**src/rtl/swflow_ctrl.sv**
```systemverilog
module swflow_ctrl #(
  parameter int FIFO_DEPTH = 128,
  parameter int CHW        = 8,
  parameter int THR_UNIT   = 8,
  localparam int LVLW      = $clog2(FIFO_DEPTH + 1)
) (
  input  logic            clk,
  input  logic            rst_n,
  input  logic            cfg_en,
  input  logic [1:0]      cfg_rx_mode,
  input  logic [1:0]      cfg_tx_mode,
  input  logic [7:0]      cfg_levels,
  input  logic [CHW-1:0]  cfg_xon1,
  input  logic [CHW-1:0]  cfg_xon2,
  input  logic [CHW-1:0]  cfg_xoff1,
  input  logic [CHW-1:0]  cfg_xoff2,
  input  logic            rx_valid,
  input  logic [CHW-1:0]  rx_char,
  input  logic            rx_break,
  input  logic [LVLW-1:0] fifo_level,
  output logic            tx_pause,
  output logic            ins_valid,
  output logic [CHW-1:0]  ins_char,
  output logic            fwd_valid,
  output logic [CHW-1:0]  fwd_char,
  output logic [4:0]      det_flags
);
  localparam int CW = LVLW + 4;

  logic en_rx, en_tx, use1, use2, pair_mode;
  logic is_on1, is_on2, is_off1, is_off2;
  logic first_ok, pair_done, single_on, single_off;
  logic pause_q, pend_v, pend_off, stash_v, off_sent, second_v;
  logic [CHW-1:0] pend_c, stash_c, second_c;
  logic [CW-1:0] halt_lvl, resume_lvl, lvl;

  assign en_rx     = cfg_en && (cfg_rx_mode != 2'b00);
  assign en_tx     = cfg_en && (cfg_tx_mode != 2'b00);
  assign use1      = en_rx && (cfg_rx_mode == 2'b10);
  assign use2      = en_rx && (cfg_rx_mode == 2'b01);
  assign pair_mode = en_rx && (cfg_rx_mode == 2'b11);

  assign is_on1  = !rx_break && (rx_char == cfg_xon1);
  assign is_on2  = !rx_break && (rx_char == cfg_xon2);
  assign is_off1 = !rx_break && (rx_char == cfg_xoff1);
  assign is_off2 = !rx_break && (rx_char == cfg_xoff2);

  assign first_ok   = pair_mode && (is_on1 || is_off1);
  assign pair_done  = pair_mode && pend_v && (pend_off ? is_off2 : is_on2);
  assign single_off = (use1 && is_off1) || (use2 && is_off2);
  assign single_on  = (use1 && is_on1) || (use2 && is_on2);

  assign tx_pause = pause_q && en_rx;

  always_ff @(posedge clk or negedge rst_n) begin
    if (!rst_n) begin
      pause_q   <= 1'b0;
      pend_v    <= 1'b0;
      pend_off  <= 1'b0;
      pend_c    <= '0;
      stash_v   <= 1'b0;
      stash_c   <= '0;
      fwd_valid <= 1'b0;
      fwd_char  <= '0;
      det_flags <= '0;
    end else begin
      fwd_valid <= 1'b0;
      det_flags <= '0;
      if (!en_rx) pause_q <= 1'b0;
      if (stash_v) begin
        fwd_valid <= 1'b1;
        fwd_char  <= stash_c;
        stash_v   <= 1'b0;
      end
      if (rx_valid) begin
        det_flags[4] <= rx_break;
        if (pend_v) begin
          pend_v <= 1'b0;
          if (pair_done) begin
            det_flags[3:0] <= pend_off ? 4'b1100 : 4'b0011;
            pause_q        <= pend_off;
          end else begin
            fwd_valid <= 1'b1;
            fwd_char  <= pend_c;
            if (first_ok) begin
              pend_v   <= 1'b1;
              pend_off <= is_off1;
              pend_c   <= rx_char;
            end else begin
              stash_v <= 1'b1;
              stash_c <= rx_char;
            end
          end
        end else if (first_ok) begin
          pend_v   <= 1'b1;
          pend_off <= is_off1;
          pend_c   <= rx_char;
        end else if (single_off) begin
          det_flags[3:0] <= use1 ? 4'b0100 : 4'b1000;
          pause_q        <= 1'b1;
        end else if (single_on) begin
          det_flags[3:0] <= use1 ? 4'b0001 : 4'b0010;
          pause_q        <= 1'b0;
        end else begin
          fwd_valid <= 1'b1;
          fwd_char  <= rx_char;
        end
      end
    end
  end

  assign halt_lvl   = CW'(cfg_levels[3:0]) * CW'(THR_UNIT);
  assign resume_lvl = CW'(cfg_levels[7:4]) * CW'(THR_UNIT);
  assign lvl        = CW'(fifo_level);

  always_ff @(posedge clk or negedge rst_n) begin
    if (!rst_n) begin
      off_sent  <= 1'b0;
      second_v  <= 1'b0;
      second_c  <= '0;
      ins_valid <= 1'b0;
      ins_char  <= '0;
    end else begin
      ins_valid <= 1'b0;
      if (!en_tx) begin
        off_sent <= 1'b0;
        second_v <= 1'b0;
      end else if (second_v) begin
        ins_valid <= 1'b1;
        ins_char  <= second_c;
        second_v  <= 1'b0;
      end else if (!off_sent && lvl >= halt_lvl) begin
        off_sent  <= 1'b1;
        ins_valid <= 1'b1;
        ins_char  <= (cfg_tx_mode == 2'b01) ? cfg_xoff2 : cfg_xoff1;
        second_v  <= (cfg_tx_mode == 2'b11);
        second_c  <= cfg_xoff2;
      end else if (off_sent && lvl <= resume_lvl) begin
        off_sent  <= 1'b0;
        ins_valid <= 1'b1;
        ins_char  <= (cfg_tx_mode == 2'b01) ? cfg_xon2 : cfg_xon1;
        second_v  <= (cfg_tx_mode == 2'b11);
        second_c  <= cfg_xon2;
      end
    end
  end
endmodule

```
**config.mk**
```make
export PLATFORM = sky130hd
export DESIGN_NAME = swflow_ctrl
export DESIGN_NICKNAME = d
export VERILOG_FILES = /design/src/rtl/swflow_ctrl.sv
export SDC_FILE = /design/constraint.sdc
export NUM_CORES = 1
export LEC_CHECK = 0
export BUFFER_PORTS_ARGS = -buffer_cell sky130_fd_sc_hd__buf_2
export CAP_MARGIN = 20
export CORE_MARGIN = 5
export CORE_UTILIZATION = 45
export CTS_CLUSTER_SIZE = 20
export DETAILED_ROUTE_END_ITERATION = 8
export GPL_TIMING_DRIVEN = 0
export PLACE_DENSITY_LB_ADDON = 0.05
export REMOVE_ABC_BUFFERS = 1
export SLEW_MARGIN = 20
export SYNTH_ARGS = -nofsm -noshare
export SYNTH_HDL_FRONTEND = slang
export SYNTH_SLANG_ARGS = --single-unit
```
**constraint.sdc**
```tcl
create_clock -name clk -period 2.27 [get_ports clk]
set_input_delay 0.3405 -clock clk [delete_from_list [all_inputs] [get_ports clk]]
set_output_delay 0.3405 -clock clk [all_outputs]
set_load 0.1 [all_outputs]
```
* Word level (Yosys, flattened, before mapping)
Cells that the tools add are included.
Operators by class: muxes and demuxes 63, reduce and logical (&&, ||, !) cells 33, bitwise gates (word level) 3, eq/ne operators 12, $lt $le $gt $ge 2
Operators by type and width (number):
- 2-to-1 mux 8 bit | 17
- 2-to-1 mux 1 bit | 37
- == test 8 bit | 4
- 2-to-1 mux 4 bit | 6
- logical AND 1 bit | 19
- greater-or-equal comparator 8 x 7 -> 1 bit | 1
- less-or-equal comparator 8 x 7 -> 1 bit | 1
- == test 2 bit, second input constant | 3
- AND reduction 2 bit | 3
- nonzero test 2 bit | 3
- 2-to-1 mux 5 bit | 1
- == test 2 x 1 -> 1 bit, second input constant | 2
- 2-to-1 mux 2 bit | 2
- != test 2 bit, second input constant | 2
- AND reduction 4 bit | 1
- logical OR 1 bit | 3
- != test 3 x 1 -> 1 bit, second input constant | 1
- inverter 1 bit | 3
- AND reduction 3 bit | 1
- nonzero test 3 bit | 1
- logical NOT 1 bit | 2
Word-level totals: output and inout bits 24, flip-flop bits (word level) 53, logic and storage cells 127, input port bits 65

* Longest topological paths before layout
word-level depth 10, depth in mapped cells 10, mapped depth without buffers 8

* Worst setup path after synthesis
No wires, ideal clock.
kind in2reg, start input port fifo_level[3], end register ins_char[5], path buffers 2, data required time 2144 ps, setup slack -173 ps, library setup time 126 ps, stages on the path 10, arrival 2317 ps, path through inv_1 > ha_1 > or4b_4 > a2111oi_4 > or2_1 > buf_6 > buf_12 > a21oi_2 > a22o_1 > mux2_2
On the way: longest elaborated chain between the ends 4, elaborated cells on any way between the ends 8, those cells by class 2 x order compare; 2 x mux; 4 x reduce/logical
RTL lines:
- start: declaration | line 20 | input logic [LVLW-1:0] fifo_level,
- greater-or-equal comparator 8 x 7 -> 1 bit / less-or-equal comparator 8 x 7 -> 1 bit (equally long branches) | line 132, 138
- logical AND 1 bit (on tied branches) | line 132, 138
- nonzero test 3 bit (no line) / 2-to-1 mux 8 bit (equally long branches)
- AND reduction 2 bit (no line) / 2-to-1 mux 8 bit (equally long branches)
- end signal: assignment | line 130 | ins_char <= second_c;
- end signal: assignment | line 135 | ins_char <= (cfg_tx_mode == 2'b01) ? cfg_xoff2 : cfg_xoff1;
- end signal: assignment | line 141 | ins_char <= (cfg_tx_mode == 2'b01) ? cfg_xon2 : cfg_xon1;
- end: declaration | line 23 | output logic [CHW-1:0] ins_char,
Parallel ways exist; a longest one is shown, timed or not. A chain may end at the register's enable or synchronous reset.

* Worst setup path after layout
start input port fifo_level[3], end register ins_char[3]
Same word-level chain as after synthesis.

==> reports/qor.log <==
qor: timing.final_period_minus_worst_setup_slack 2.33 ns
qor: clock_tree.cts_max_level 2
qor: floorplan.die_height 102 um
qor: drt.per_cell_routed_wire_length 17.9 um
qor: timing.fin_worst_skew 0.00605 ns
qor: drt.remaining_drc_errors 0
qor: yosys.yosys_most_used_dff sky130_fd_sc_hd__dfrtp_1
qor: global_route.grt_usage 20.2%
qor: yosys.synth.ff_latch_count 53
qor: timing.achievable-frequency 428 MHz
qor: global_route.grt_max_degree 54
qor: floorplan.initial_core_util 46.3%
qor: yosys.synthArstFlopShare 100%
qor: placed_design.dp_hpwl 7350 um
qor: drt.drt-pass1-iter-count 4
qor: floorplan.die_width 102 um
qor: power.worst_ir_drop_vdd 0.000421 V
qor: yosys.yosys-top-cells-area sky130_fd_sc_hd__dfrtp_1 (35%), sky130_fd_sc_hd__mux2i_1 (8.4%), sky130_fd_sc_hd__mux2_4 (6.3%)
qor: layout.fraction_of_layout_instances_using_a_drive_strength_above_1 34.0%
qor: floorplan.num_io_pins 89
qor: power.power_frac_clock 20.5%
qor: global_route.grt_pass1_vias 3,236
qor: clock_tree.tritoncts.num_buffers 5
qor: yosys.synth_top_area_share 34.9%
qor: layout.final_core_utilization 55.8%
qor: clock_tree.clk_pin_slew 0.10 ns
qor: power.pwr-share-seq 36.8%
qor: power.power.density 701 nW/um2
qor: timing.fin_worst_hold_slack 0.0549 ns
qor: timing.setup_ws -0.0650 ns
qor: worst_setup_path.worstSetupStartpointType input port
qor: timing.final-setup-viol-count 8
qor: worst_setup_path.worstSetupPathType input port to flop
qor: timing.max_slew.worst_pin.slew 1.05 ns
qor: clock_tree.holdBufCountCts 0
qor: worst_setup_path.biggest_cell_delay_along_the_critical_path 0.47 ns
qor: power.p_int 1.85 mW
qor: yosys.synthDominantAreaCellType sky130_fd_sc_hd__dfrtp_1
qor: power.total_leakage_power 2.18 nW
qor: floorplan.die_area 10,400 um2
qor: yosys.yosysWarningCount 0
qor: power.netSwitchingPower 1.36 mW
qor: timing.final_max_slew_viol_count 0
qor: worst_hold_path.min-delay-path-class input port to asynchronous set/reset pin
qor: yosys.synth_edf_count 0
qor: yosys.netlist_instances 388
qor: worst_setup_path.crit_path_top_delay_cell sky130_fd_sc_hd__or4b_4
qor: timing.timing.final.hold_violations 0
qor: clock_tree.tritoncts done
qor: status.violated_checks setup timing
qor: timing.setup_repair_after_global_routing_missed_its_margin true
qor: layout.num-nets-final 542
qor: timing.layout_worst_path_cycle_share 103%
qor: drt.drt_iter0_markers 124
qor: power.comb_power_share 42.7%
qor: worst_setup_path.path_buf_inv 3
qor: worst_setup_path.worstPathCellList buf_6 > inv_4 > ha_4 > or4b_4 > a2111oi_4 > buf_4 > or2_4 > a21oi_2 > a22o_1 > mux2_4
qor: yosys.synth_cell_type_count 55
qor: placed_design.portBuffers 88
qor: drt.detail_route.vias_per_cell 5.66
qor: status.status finished, violations left
qor: power.power.share.switching 42.3%
qor: floorplan.std_cell_rows 33
qor: yosys.postSynthAreaPerCell 9.81 um2
qor: floorplan.fp.coreArea 8220 um2
qor: worst_setup_path.critical_path_arrival 2.53 ns
qor: drt.vias 3,252
qor: placed_design.dpl.cell_count 557
qor: placed_design.place_worst_setup_slack -0.678 ns
qor: clock_tree.clockBufferDepth 2
qor: yosys.synth_sequential_area_ratio 34.9%
qor: layout.finish.cell_count_without_fillers 575
qor: job.maxCapViolCount 0
qor: global_route.grt.overflow.total 0
qor: clock_tree.clockRootBuffer sky130_fd_sc_hd__clkbuf_8
qor: clock_tree.latest_clock_arrival_within_the_worst_skew_pair 0.31 ns
qor: layout.diodes 0
qor: worst_setup_path.rrSetupSlack 0.25 ns
qor: worst_setup_path.crit_path_max_fanout 8
qor: layout.syn_to_final_growth 20.4%
qor: yosys.synth_area 3800 um2
qor: worst_setup_path.critPathCaptureType flop
qor: timing.slew-limit-headroom 29.4%
qor: global_route.grt_first_pass_wirelength 16,600 um
qor: placed_design.gp_routability_congestion 0.833
qor: drt.ant_nets 0
qor: worst_setup_path.critPathTopFamily compound AO/OA/AOI/OAI gates
qor: global_route.grt_antenna_before_repair 0
qor: drt.routed_wirelength 10,300 um
qor: clock_tree.clock_sink_total 53
qor: worst_setup_path.required 2.47 ns
[layout by cell type, fill, tap and decap left out, drive strengths merged, types with 3 or more instances in the layout]
| cell | n |
|---|---|
| o21bai | 3 |
| o21ai | 7 |
| a211o | 3 |
| inv | 14 |
| dfrtp | 53 |
| buf | 97 |
| or2 | 3 |
| nor4 | 5 |
| clkbuf | 6 |
| o2111ai | 8 |
| a21oi | 16 |
| and3 | 11 |
| nand4 | 13 |
| nand2b | 3 |
| mux2 | 33 |
| xnor2 | 12 |
| nand3 | 14 |
| a22o | 8 |
| ha | 8 |
| or4b | 3 |
| nor2 | 26 |
| xor2 | 20 |
| nand2 | 41 |
| mux2i | 32 |
| nor2b | 5 |
| nor3 | 6 |
[path summary, 6_finish.rpt]
path                                       start                      end  cells past startpoint
hold / removal                             rst_n  ins_char[4]$_DFFE_PN0P_                      1
setup reg to reg              pend_v$_DFFE_PN0P_   stash_c[5]$_DFFE_PN0P_                      7
hold reg to reg            pend_c[5]$_DFFE_PN0P_    pend_c[5]$_DFFE_PN0P_                      1
max in group asynchronous                  rst_n       pend_v$_DFFE_PN0P_                      1
setup / recovery                   fifo_level[3]  ins_char[3]$_DFFE_PN0P_                     10
min in group clk                  cfg_tx_mode[0]       second_v$_DFF_PN0_                      3
[sequential cells by signal, indices dropped and copies added, names as in the netlist]
| signal | cells |
|---|---|
| second_v | 1 |
| stash_c | 8 |
| pend_v | 1 |
| pause_q | 1 |
| fwd_char | 8 |
| pend_c | 8 |
| off_sent | 1 |
| second_c | 8 |
| ins_valid | 1 |
| stash_v | 1 |
| pend_off | 1 |
| fwd_valid | 1 |
| ins_char | 8 |
| det_flags | 5 |
[logic make-up (layout without fill, tap and decap cells)]
group / after synthesis / in the layout / share of synthesized area, %
flops: 53 / 53 / 34.9
compound gates: 54 / 55 / 10.8
buf+inv: 40 / 120 / 5.82
simple gates: 136 / 137 / 18.7
fa+ha+maj: 8 / 8 / 2.63
mux: 65 / 65 / 19.8
xor+xnor: 32 / 32 / 7.37
[worst reg2reg max path: stages (launching register included)]
cell and delay [ns]:
sky130_fd_sc_hd__dfrtp_2 0.53, sky130_fd_sc_hd__nand2_1 0.12, sky130_fd_sc_hd__nor2_1 0.08, sky130_fd_sc_hd__nand4b_1 0.16, sky130_fd_sc_hd__nand2_4 0.16, sky130_fd_sc_hd__nor4b_4 0.37
sky130_fd_sc_hd__buf_12 0.18, sky130_fd_sc_hd__mux2_4 0.30
[power by group through the flow]
stage,clock network (mW),registers [mW],logic (mW)
2_1_floorplan,0,1.75,0.414
3_3_place_gp,0,1.19,1.27
3_5_place_dp,0,1.19,1.28
4_1_cts,0.680,1.18,1.32
5_1_grt,0.709,1.20,1.45
6_report,0.659,1.18,1.37
[cell usage after synthesis, types with 3 or more instances]
master and n:
sky130_fd_sc_hd__buf_2 5, sky130_fd_sc_hd__nor2b_1 5, sky130_fd_sc_hd__nor3_1 5, sky130_fd_sc_hd__mux2i_1 32, sky130_fd_sc_hd__xor2_1 20, sky130_fd_sc_hd__dfrtp_1 53
sky130_fd_sc_hd__nand4_1 13, sky130_fd_sc_hd__inv_1 13, sky130_fd_sc_hd__clkbuf_1 8, sky130_fd_sc_hd__a21oi_1 14, sky130_fd_sc_hd__nand2_1 40, sky130_fd_sc_hd__mux2_1 15
sky130_fd_sc_hd__nor2_1 25, sky130_fd_sc_hd__a22o_1 8, sky130_fd_sc_hd__and3_1 11, sky130_fd_sc_hd__xnor2_1 12, sky130_fd_sc_hd__buf_4 8, sky130_fd_sc_hd__nand2b_1 3
sky130_fd_sc_hd__nand3_1 14, sky130_fd_sc_hd__nor4_1 5, sky130_fd_sc_hd__o2111ai_1 8, sky130_fd_sc_hd__o21ai_0 7, sky130_fd_sc_hd__ha_1 8, sky130_fd_sc_hd__mux2_4 16
[cell type report]
| cell class | instances | area (um2) |
|---|---|---|
| well taps | 105 | 131 |
| repair buffers | 97 | 539 |
| flip-flops and latches | 53 | 1330 |
| multi-input cells | 297 | 2410 |
| inverters | 15 | 58.8 |
| fillers | 758 | 3630 |
| clock inverters | 2 | 38.8 |
| clock buffers | 6 | 72.6 |
[routing by layer]
| metal | GRT usage, % | wire length [um] |
|---|---|---|
| met1 | 29.4 | 4850 |
| met2 | 31.7 | 4650 |
| met3 | 2.73 | 659 |
| met4 | 5.25 | 140 |
| met5 | 0 | 0 |
[what timing repair did]
item                                    in CTS  in global routing
cloned                                       1                  1
endpoints found under the setup margin      35                 43
gates resized for setup                     19                 15
pin swaps                                   14                  4
setup buffers                                5                  3
[per-stage QoR]
step                area (um2)  setup TNS [ns]  total power, mW
floorplan                 3640           -4.47             2.16
global placement          4210          -20.18             2.46
detailed placement        4230          -21.39             2.47
CTS                       4480          -0.610             3.18
global route              4580          -0.797             3.37
finish                    4580          -0.318             3.21
No activity file was read; power rests on OpenSTA's default activity.
